### src/rtl/mpuart_pkg.sv
package mpuart_pkg;
    localparam int unsigned ADDR_W = 3;

    localparam logic [ADDR_W-1:0] REG_DATA  = 3'd0;
    localparam logic [ADDR_W-1:0] REG_CTRL  = 3'd1;
    localparam logic [ADDR_W-1:0] REG_STAT  = 3'd2;
    localparam logic [ADDR_W-1:0] REG_MADDR = 3'd3;
    localparam logic [ADDR_W-1:0] REG_MMASK = 3'd4;

    // control register bit positions
    localparam int unsigned C_RXDONE = 0;
    localparam int unsigned C_TXDONE = 1;
    localparam int unsigned C_WIDE   = 2;
    localparam int unsigned C_MPEN   = 3;
    localparam int unsigned C_TXB9   = 4;
    localparam int unsigned C_RXB9   = 5;

    // status register bit positions
    localparam int unsigned S_OVR  = 0;
    localparam int unsigned S_FERR = 1;
    localparam int unsigned S_BUSY = 2;
    localparam int unsigned S_COLL = 3;

    typedef enum logic [1:0] {RX_IDLE, RX_START, RX_BITS, RX_STOP} rx_state_e;
endpackage

### src/rtl/mpuart_tx.sv
module mpuart_tx #(
    parameter int unsigned OSR = 16,
    parameter int unsigned DW  = 8
) (
    input  logic          clk,
    input  logic          rst,
    input  logic          tick,
    input  logic          load,
    input  logic [DW-1:0] data,
    input  logic          wide,
    input  logic          bit9,
    output logic          txd,
    output logic          busy,
    output logic          done
);
    localparam int unsigned FRM_W = DW + 3;
    localparam int unsigned CNT_W = $clog2(OSR);
    localparam int unsigned IDX_W = $clog2(FRM_W + 1);

    typedef struct packed {
        logic             busy;
        logic [FRM_W-1:0] sh;
        logic [CNT_W-1:0] cnt;
        logic [IDX_W-1:0] left;
        logic             done;
    } tx_st_t;

    tx_st_t q, d;

    always_comb begin
        d      = q;
        d.done = 1'b0;
        if (!q.busy) begin
            if (load) begin
                d.busy = 1'b1;
                d.cnt  = '0;
                if (wide) begin
                    d.sh   = {1'b1, bit9, data, 1'b0};
                    d.left = IDX_W'(FRM_W);
                end else begin
                    d.sh   = {2'b11, data, 1'b0};
                    d.left = IDX_W'(FRM_W - 1);
                end
            end
        end else if (tick) begin
            if (q.cnt == CNT_W'(OSR - 1)) begin
                d.cnt  = '0;
                d.sh   = {1'b1, q.sh[FRM_W-1:1]};
                d.left = q.left - 1'b1;
                if (q.left == IDX_W'(1)) begin
                    d.busy = 1'b0;
                    d.done = 1'b1;
                end
            end else begin
                d.cnt = q.cnt + 1'b1;
            end
        end
    end

    always_ff @(posedge clk) begin
        if (rst) q <= '0;
        else     q <= d;
    end

    assign txd  = q.busy ? q.sh[0] : 1'b1;
    assign busy = q.busy;
    assign done = q.done;
endmodule

### src/rtl/mpuart_rx.sv
module mpuart_rx
    import mpuart_pkg::*;
#(
    parameter int unsigned OSR = 16,
    parameter int unsigned DW  = 8
) (
    input  logic        clk,
    input  logic        rst,
    input  logic        tick,
    input  logic        rxd,
    input  logic        wide,
    output logic        frame_vld,
    output logic [DW:0] frame_word,
    output logic        stop_ok
);
    localparam int unsigned CNT_W = $clog2(OSR);
    localparam int unsigned IDX_W = $clog2(DW + 2);

    typedef struct packed {
        logic [1:0]       sync;
        rx_state_e        st;
        logic [CNT_W-1:0] cnt;
        logic [IDX_W-1:0] idx;
        logic [DW:0]      sh;
        logic             vld;
        logic [DW:0]      word;
        logic             stop_ok;
    } rx_st_t;

    rx_st_t q, d;
    logic   line;
    logic   mid;

    assign line = q.sync[1];
    assign mid  = tick && (q.cnt == CNT_W'(OSR - 1));

    always_comb begin
        d      = q;
        d.vld  = 1'b0;
        d.sync = {q.sync[0], rxd};
        unique case (q.st)
            RX_IDLE: begin
                if (!line) begin
                    d.st  = RX_START;
                    d.cnt = '0;
                end
            end
            RX_START: begin
                if (tick) begin
                    if (q.cnt == CNT_W'(OSR / 2 - 1)) begin
                        d.cnt = '0;
                        d.idx = '0;
                        d.sh  = '0;
                        d.st  = line ? RX_IDLE : RX_BITS;
                    end else begin
                        d.cnt = q.cnt + 1'b1;
                    end
                end
            end
            RX_BITS: begin
                if (mid) begin
                    d.cnt = '0;
                    d.sh  = {line, q.sh[DW:1]};
                    d.idx = q.idx + 1'b1;
                    if (q.idx == (wide ? IDX_W'(DW) : IDX_W'(DW - 1)))
                        d.st = RX_STOP;
                end else if (tick) begin
                    d.cnt = q.cnt + 1'b1;
                end
            end
            RX_STOP: begin
                if (mid) begin
                    d.vld     = 1'b1;
                    d.stop_ok = line;
                    d.word    = wide ? q.sh : {1'b0, q.sh[DW:1]};
                    d.st      = RX_IDLE;
                end else if (tick) begin
                    d.cnt = q.cnt + 1'b1;
                end
            end
            default: d.st = RX_IDLE;
        endcase
    end

    always_ff @(posedge clk) begin
        if (rst) begin
            q      <= '0;
            q.sync <= 2'b11;
            q.st   <= RX_IDLE;
        end else begin
            q <= d;
        end
    end

    assign frame_vld  = q.vld;
    assign frame_word = q.word;
    assign stop_ok    = q.stop_ok;
endmodule

### src/rtl/mpuart_filter.sv
module mpuart_filter #(
    parameter int unsigned DW = 8
) (
    input  logic [DW:0]   word,
    input  logic [DW-1:0] match_addr,
    input  logic [DW-1:0] match_mask,
    output logic          hit
);
    logic addr_eq;
    logic bcast;

    assign addr_eq = ((word[DW-1:0] ^ match_addr) & match_mask) == '0;
    assign bcast   = &word;
    assign hit     = (word[DW] && addr_eq) || bcast;
endmodule

### src/rtl/mpuart.sv
module mpuart
    import mpuart_pkg::*;
#(
    parameter int unsigned OSR = 16,
    parameter int unsigned DW  = 8
) (
    input  logic              clk,
    input  logic              rst,
    input  logic              baud_tick,
    input  logic              wr_en,
    input  logic              rd_en,
    input  logic [ADDR_W-1:0] addr,
    input  logic [DW-1:0]     wdata,
    output logic [DW-1:0]     rdata,
    input  logic              rxd,
    output logic              txd,
    output logic              irq
);
    typedef struct packed {
        logic [DW-1:0] hold;
        logic          full;
        logic          rb8;
        logic          rx_done;
        logic          tx_done;
        logic          wide;
        logic          mpen;
        logic          tb8;
        logic          ovr;
        logic          ferr;
        logic          coll;
        logic [DW-1:0] maddr;
        logic [DW-1:0] mmask;
    } regs_t;

    regs_t q, d;

    logic          tx_busy, tx_fin, tx_load;
    logic          frame_vld, stop_ok, hit, accept;
    logic [DW:0]   frame_word;
    logic          wr_data, rd_data;

    assign wr_data = wr_en && (addr == REG_DATA);
    assign rd_data = rd_en && (addr == REG_DATA);
    assign tx_load = wr_data && !tx_busy;

    mpuart_tx #(.OSR(OSR), .DW(DW)) tx_i (
        .clk(clk), .rst(rst), .tick(baud_tick), .load(tx_load),
        .data(wdata), .wide(q.wide), .bit9(q.tb8),
        .txd(txd), .busy(tx_busy), .done(tx_fin)
    );

    mpuart_rx #(.OSR(OSR), .DW(DW)) rx_i (
        .clk(clk), .rst(rst), .tick(baud_tick), .rxd(rxd), .wide(q.wide),
        .frame_vld(frame_vld), .frame_word(frame_word), .stop_ok(stop_ok)
    );

    mpuart_filter #(.DW(DW)) flt_i (
        .word(frame_word), .match_addr(q.maddr), .match_mask(q.mmask), .hit(hit)
    );

    assign accept = frame_vld && stop_ok && (!(q.wide && q.mpen) || hit);

    always_comb begin
        d = q;
        if (wr_en) begin
            unique case (addr)
                REG_DATA:  if (tx_busy) d.coll = 1'b1;
                REG_CTRL: begin
                    d.wide = wdata[C_WIDE];
                    d.mpen = wdata[C_MPEN];
                    d.tb8  = wdata[C_TXB9];
                    if (wdata[C_RXDONE]) d.rx_done = 1'b0;
                    if (wdata[C_TXDONE]) d.tx_done = 1'b0;
                end
                REG_STAT: begin
                    if (wdata[S_OVR])  d.ovr  = 1'b0;
                    if (wdata[S_FERR]) d.ferr = 1'b0;
                    if (wdata[S_COLL]) d.coll = 1'b0;
                end
                REG_MADDR: d.maddr = wdata;
                REG_MMASK: d.mmask = wdata;
                default: ;
            endcase
        end
        if (rd_data) d.full = 1'b0;
        if (tx_fin) d.tx_done = 1'b1;
        if (frame_vld && !stop_ok) d.ferr = 1'b1;
        if (accept) begin
            if (q.full && !rd_data) d.ovr = 1'b1;
            d.hold    = frame_word[DW-1:0];
            d.rb8     = frame_word[DW];
            d.rx_done = 1'b1;
            d.full    = 1'b1;
        end
    end

    always_ff @(posedge clk) begin
        if (rst) q <= '0;
        else     q <= d;
    end

    always_comb begin
        rdata = '0;
        unique case (addr)
            REG_DATA:  rdata = q.hold;
            REG_CTRL: begin
                rdata[C_RXDONE] = q.rx_done;
                rdata[C_TXDONE] = q.tx_done;
                rdata[C_WIDE]   = q.wide;
                rdata[C_MPEN]   = q.mpen;
                rdata[C_TXB9]   = q.tb8;
                rdata[C_RXB9]   = q.rb8;
            end
            REG_STAT: begin
                rdata[S_OVR]  = q.ovr;
                rdata[S_FERR] = q.ferr;
                rdata[S_BUSY] = tx_busy;
                rdata[S_COLL] = q.coll;
            end
            REG_MADDR: rdata = q.maddr;
            REG_MMASK: rdata = q.mmask;
            default:   rdata = '0;
        endcase
    end

    assign irq = q.rx_done || q.tx_done;
endmodule

### config.mk
export PLATFORM = sky130hd
export DESIGN_NAME = mpuart
export DESIGN_NICKNAME = d
export VERILOG_FILES = /design/src/rtl/mpuart_pkg.sv /design/src/rtl/mpuart_tx.sv /design/src/rtl/mpuart_rx.sv /design/src/rtl/mpuart_filter.sv /design/src/rtl/mpuart.sv
export SDC_FILE = /design/constraint.sdc
export NUM_CORES = 1
export LEC_CHECK = 0
export ABC_AREA = 0
export BUFFER_PORTS_ARGS = -buffer_cell sky130_fd_sc_hd__buf_2
export CAP_MARGIN = 5
export CORE_ASPECT_RATIO = 0.6
export CORE_UTILIZATION = 50
export DETAILED_ROUTE_END_ITERATION = 12
export PLACE_DENSITY_LB_ADDON = 0.1
export SLEW_MARGIN = 40
export SYNTH_ARGS = -nofsm -noshare
export SYNTH_HDL_FRONTEND = slang
export SYNTH_HIERARCHICAL = 1
export SYNTH_SLANG_ARGS = --single-unit
### constraint.sdc
create_clock -name clk -period 5.2 [get_ports clk]
set_input_delay 0.78 -clock clk [delete_from_list [all_inputs] [get_ports clk]]
set_output_delay 0.78 -clock clk [all_outputs]
set_load 0.005 [all_outputs]
==> key figures <==
Drt
  – WL/cell: 17.43 um
  – Starting DRC count in detailed routing: 400
  – Post-route ant nets: 0
  – DR pass1 iterations: 6
  – Vias: 3644
  – Drt drc: 0
  – Vias per inst: 5.925
  – Final wirelength: 10720 um

STA
  – Unrepaired setup endpoints after global routing: false
  – Fmax: 357.2 MHz
  – Final setup violation count: 0
  – Final hold vios: 0
  – Slew headroom: 0.4683
  – Final period utilization: 0.5383
  – Final setup TNS: 0 ns
  – Fin crit period: 2.799 ns
  – Slew of the pin with the lowest slew margin: 0.7965 ns
  – Max-slew violations: 0
  – Clock Skews: 0.004477 ns

Clock tree
  – Clk Latency, worst-skew pair: 0.34 ns
  – Post-CTS setup buffer count: 0
  – Post_cts resized: 0
  – Clock Tree Buf Depth: 2
  – CTS sink cnt: 87
  – Root Driver: clkbuf_16
  – CTS H-tree lvls: 3
  – CTS tree: built
  – CTS clock-pin slew for the worst setup and hold paths: 0.06 ns
  – Hold Buf Count CTS: 0
  – CTS Buf Count: 9

Logic synthesis
  – Synth cell count leaders: dfxtp_1 (87), mux2i_1 (45), nand2_1 (41), nor2_1 (41), a21oi_1 (35)
  – Post-synthesis net count: 527
  – Yosys top cell area share: 0.3877
  – EDFF count, synth: 0
  – Mapped Area: 4492 um^2
  – Ys Warns: 6
  – Syn Area/Cell: 8.895 um^2
  – Synth Register Bits: 87
  – Synthesized instance count: 505
  – Post-synthesis cell type count: 65
  – FFs w/ async S/R, synth: 0
  – Post-synth top flop: dfxtp_1
  – Largest area contributor in the netlist: dfxtp_1
  – Top cells by area, synth: dfxtp_1 (39%), mux2i_1 (10%), a21oi_1 (3.9%)
  – Most frequent cell after synthesis: dfxtp_1
  – Sequential area share after synthesis: 0.3877

Finish
  – Area grow syn2layout: 7.326%
  – N_diodes: 0
  – # fillers: 778
  – Final std cells w/o fill: 615
  – Fin nets: 520
  – Fraction of layout cells with a size suffix above 1: 0.1153

Floorplanning
  – Initial Utilization: 0.5210
  – I/O pins: 27
  – DIE AREA: 9379 um^2
  – Die H: 75.42 um
  – Die X: 124.4 um
  – Core area: 8621 um^2
  – Row cnt: 26

Setup path
  – Setup crit end kind: primary output
  – Crit path arrival time: 2.02 ns
  – Worst setup SP type: input pin
  – Maximum fanout along the worst path: 23
  – Worst Path Required: 4.42 ns
  – WS Path Type: in -> out

GRT
  – GRT Util Overall: 0.2355
  – Vias in the first global route: 3167
  – Largest net degree at the start of global routing: 98
  – GRT overflow: 0
  – First-pass GRT wire length: 17030 um
  – Initial antenna violation count: 0

Placement
  – DP HPWL: 7217 um
  – Port Buffers: 26
  – GPL Wtd Cong: 0.7882
  – # placed instances: 599

Worst hold path
  – Worst hold path type: reg -> reg

Run
  – Maxcap violations: 0

Pwr
  – Leakage: 1.654 nW
  – VDD IR-drop max: 0.1753 mV
  – Power density cells: 316.6 nW/um^2

Outcome
  – Outcome: completed
==> per-stage QoR <==
stage | power [mW] | hold slack, ns | cell area (um^2) | utilization | setup WS (ns)
4_1_cts | 1.535 | 0.4228 | 4813 | 0.5583 | 2.427
3_5_place_dp | 0.7987 | 0.4041 | 4474 | 0.5190 | 2.213
2_1_floorplan | 0.7711 | 0.3895 | 4492 | - | 2.817
6_report | 1.526 | 0.4159 | 4821 | 0.5592 | 2.401
3_3_place_gp | 0.7965 | 0.3992 | 4471 | 0.5186 | 2.373
5_1_grt | 1.574 | 0.4367 | 4821 | 0.5592 | 2.343
==> final timing paths <==
check | startpoint | end | slack [ns] | cells after the start
hold reg to reg | rx_i/d[31] | rx_i/line | 0.42 | 1
setup reg to reg | tx_i/busy | tx_i/q[18] | 2.97 | 4
setup / recovery | addr[0] | rdata[1] | 2.40 | 4
hold / removal | rx_i/d[31] | rx_i/line | 0.42 | 1
==> layout by cell type, fill, tap and decap left out, types with 2 or more instances in the layout <==
cell type,netlist,routed
a21o_1,2,2
nand4_1,4,4
a21oi_1,35,35
xor2_1,8,8
nor2_1,41,41
mux2_2,3,3
xnor2_1,2,2
or2_2,4,4
nor3_1,7,7
o21a_1,7,7
ha_1,5,5
dfxtp_1,87,87
a32oi_1,11,11
nand4b_1,3,3
nand2b_1,23,23
a22oi_1,8,8
o21ai_0,15,15
o22ai_1,3,3
inv_1,13,13
o211ai_1,13,13
nand3b_1,7,7
nand2_1,41,41
nor2b_1,2,2
nand3_1,10,10
a31oi_1,4,4
nand4bb_1,2,2
mux2i_1,45,45
bufinv_16,0,3
clkbuf_1,13,2
a211oi_1,12,12
and2_1,13,13
clkbuf_16,0,9
buf_2,6,26
o21ai_1,2,2
==> where the power goes <==
| part | switching, mW | leakage, nW | total [mW] | internal [mW] |
|---|---|---|---|---|
| Sequential | 0.0163 | 0.703 | 0.693 | 0.676 |
| Combinational | 0.0568 | 0.792 | 0.0940 | 0.0372 |
| Clock | 0.269 | 0.160 | 0.740 | 0.471 |
==> logic make-up (layout without fill, tap and decap cells) <==
logic type / after synthesis / after routing / synth area share
flip-flops: 87 / 87 / 0.3877
multiplexers: 48 / 48 / 0.1078
AND/OR/NAND/NOR: 174 / 174 / 0.2120
AO/OA/AOI/OAI: 123 / 123 / 0.1816
buffers and inverters: 58 / 56 / 0.07744
XOR/XNOR: 10 / 10 / 0.01950
adder cells (fa/ha/maj): 5 / 5 / 0.01393
==> state kept, by name, summed over array words and instances, names as in the netlist, named ones only <==
register and cells:
q 34, rx_i/d 1, rx_i/frame_vld 1, rx_i/frame_word 9
rx_i/line 1, rx_i/q 18, rx_i/stop_ok 1, tx_i/busy 1
tx_i/done 1, tx_i/q 19
==> routing by layer <==
layer / share of wire / up-vias / global-route usage
met1: 0.53 / 1732 / 0.3602
li1: - / 1791 / -
met3: 0.067 / 10 / 0.05478
met2: 0.39 / 111 / 0.3211
met5: 0 / - / 0
met4: 0.0095 / 0 / 0.07229
==> cell type report <==
type                            count  area, um^2  area share
Clock buffer                       11       232.7     0.04827
Multi-Input combinational cell    360        2410      0.4999
Timing Repair Buffer               27       141.4     0.02933
Clock inverter                      5       106.4     0.02206
Sequential cell                    87        1742      0.3613
Inverter                           13       48.80     0.01012
Tap cell                          112       140.1     0.02907
==> critical path, cell delays in order <==
cell and delay, ns:
buf_2 0.37, mux2_2 0.40, a221o_1 0.32, buf_2 0.14
No activity file was read; power rests on OpenSTA's default activity.
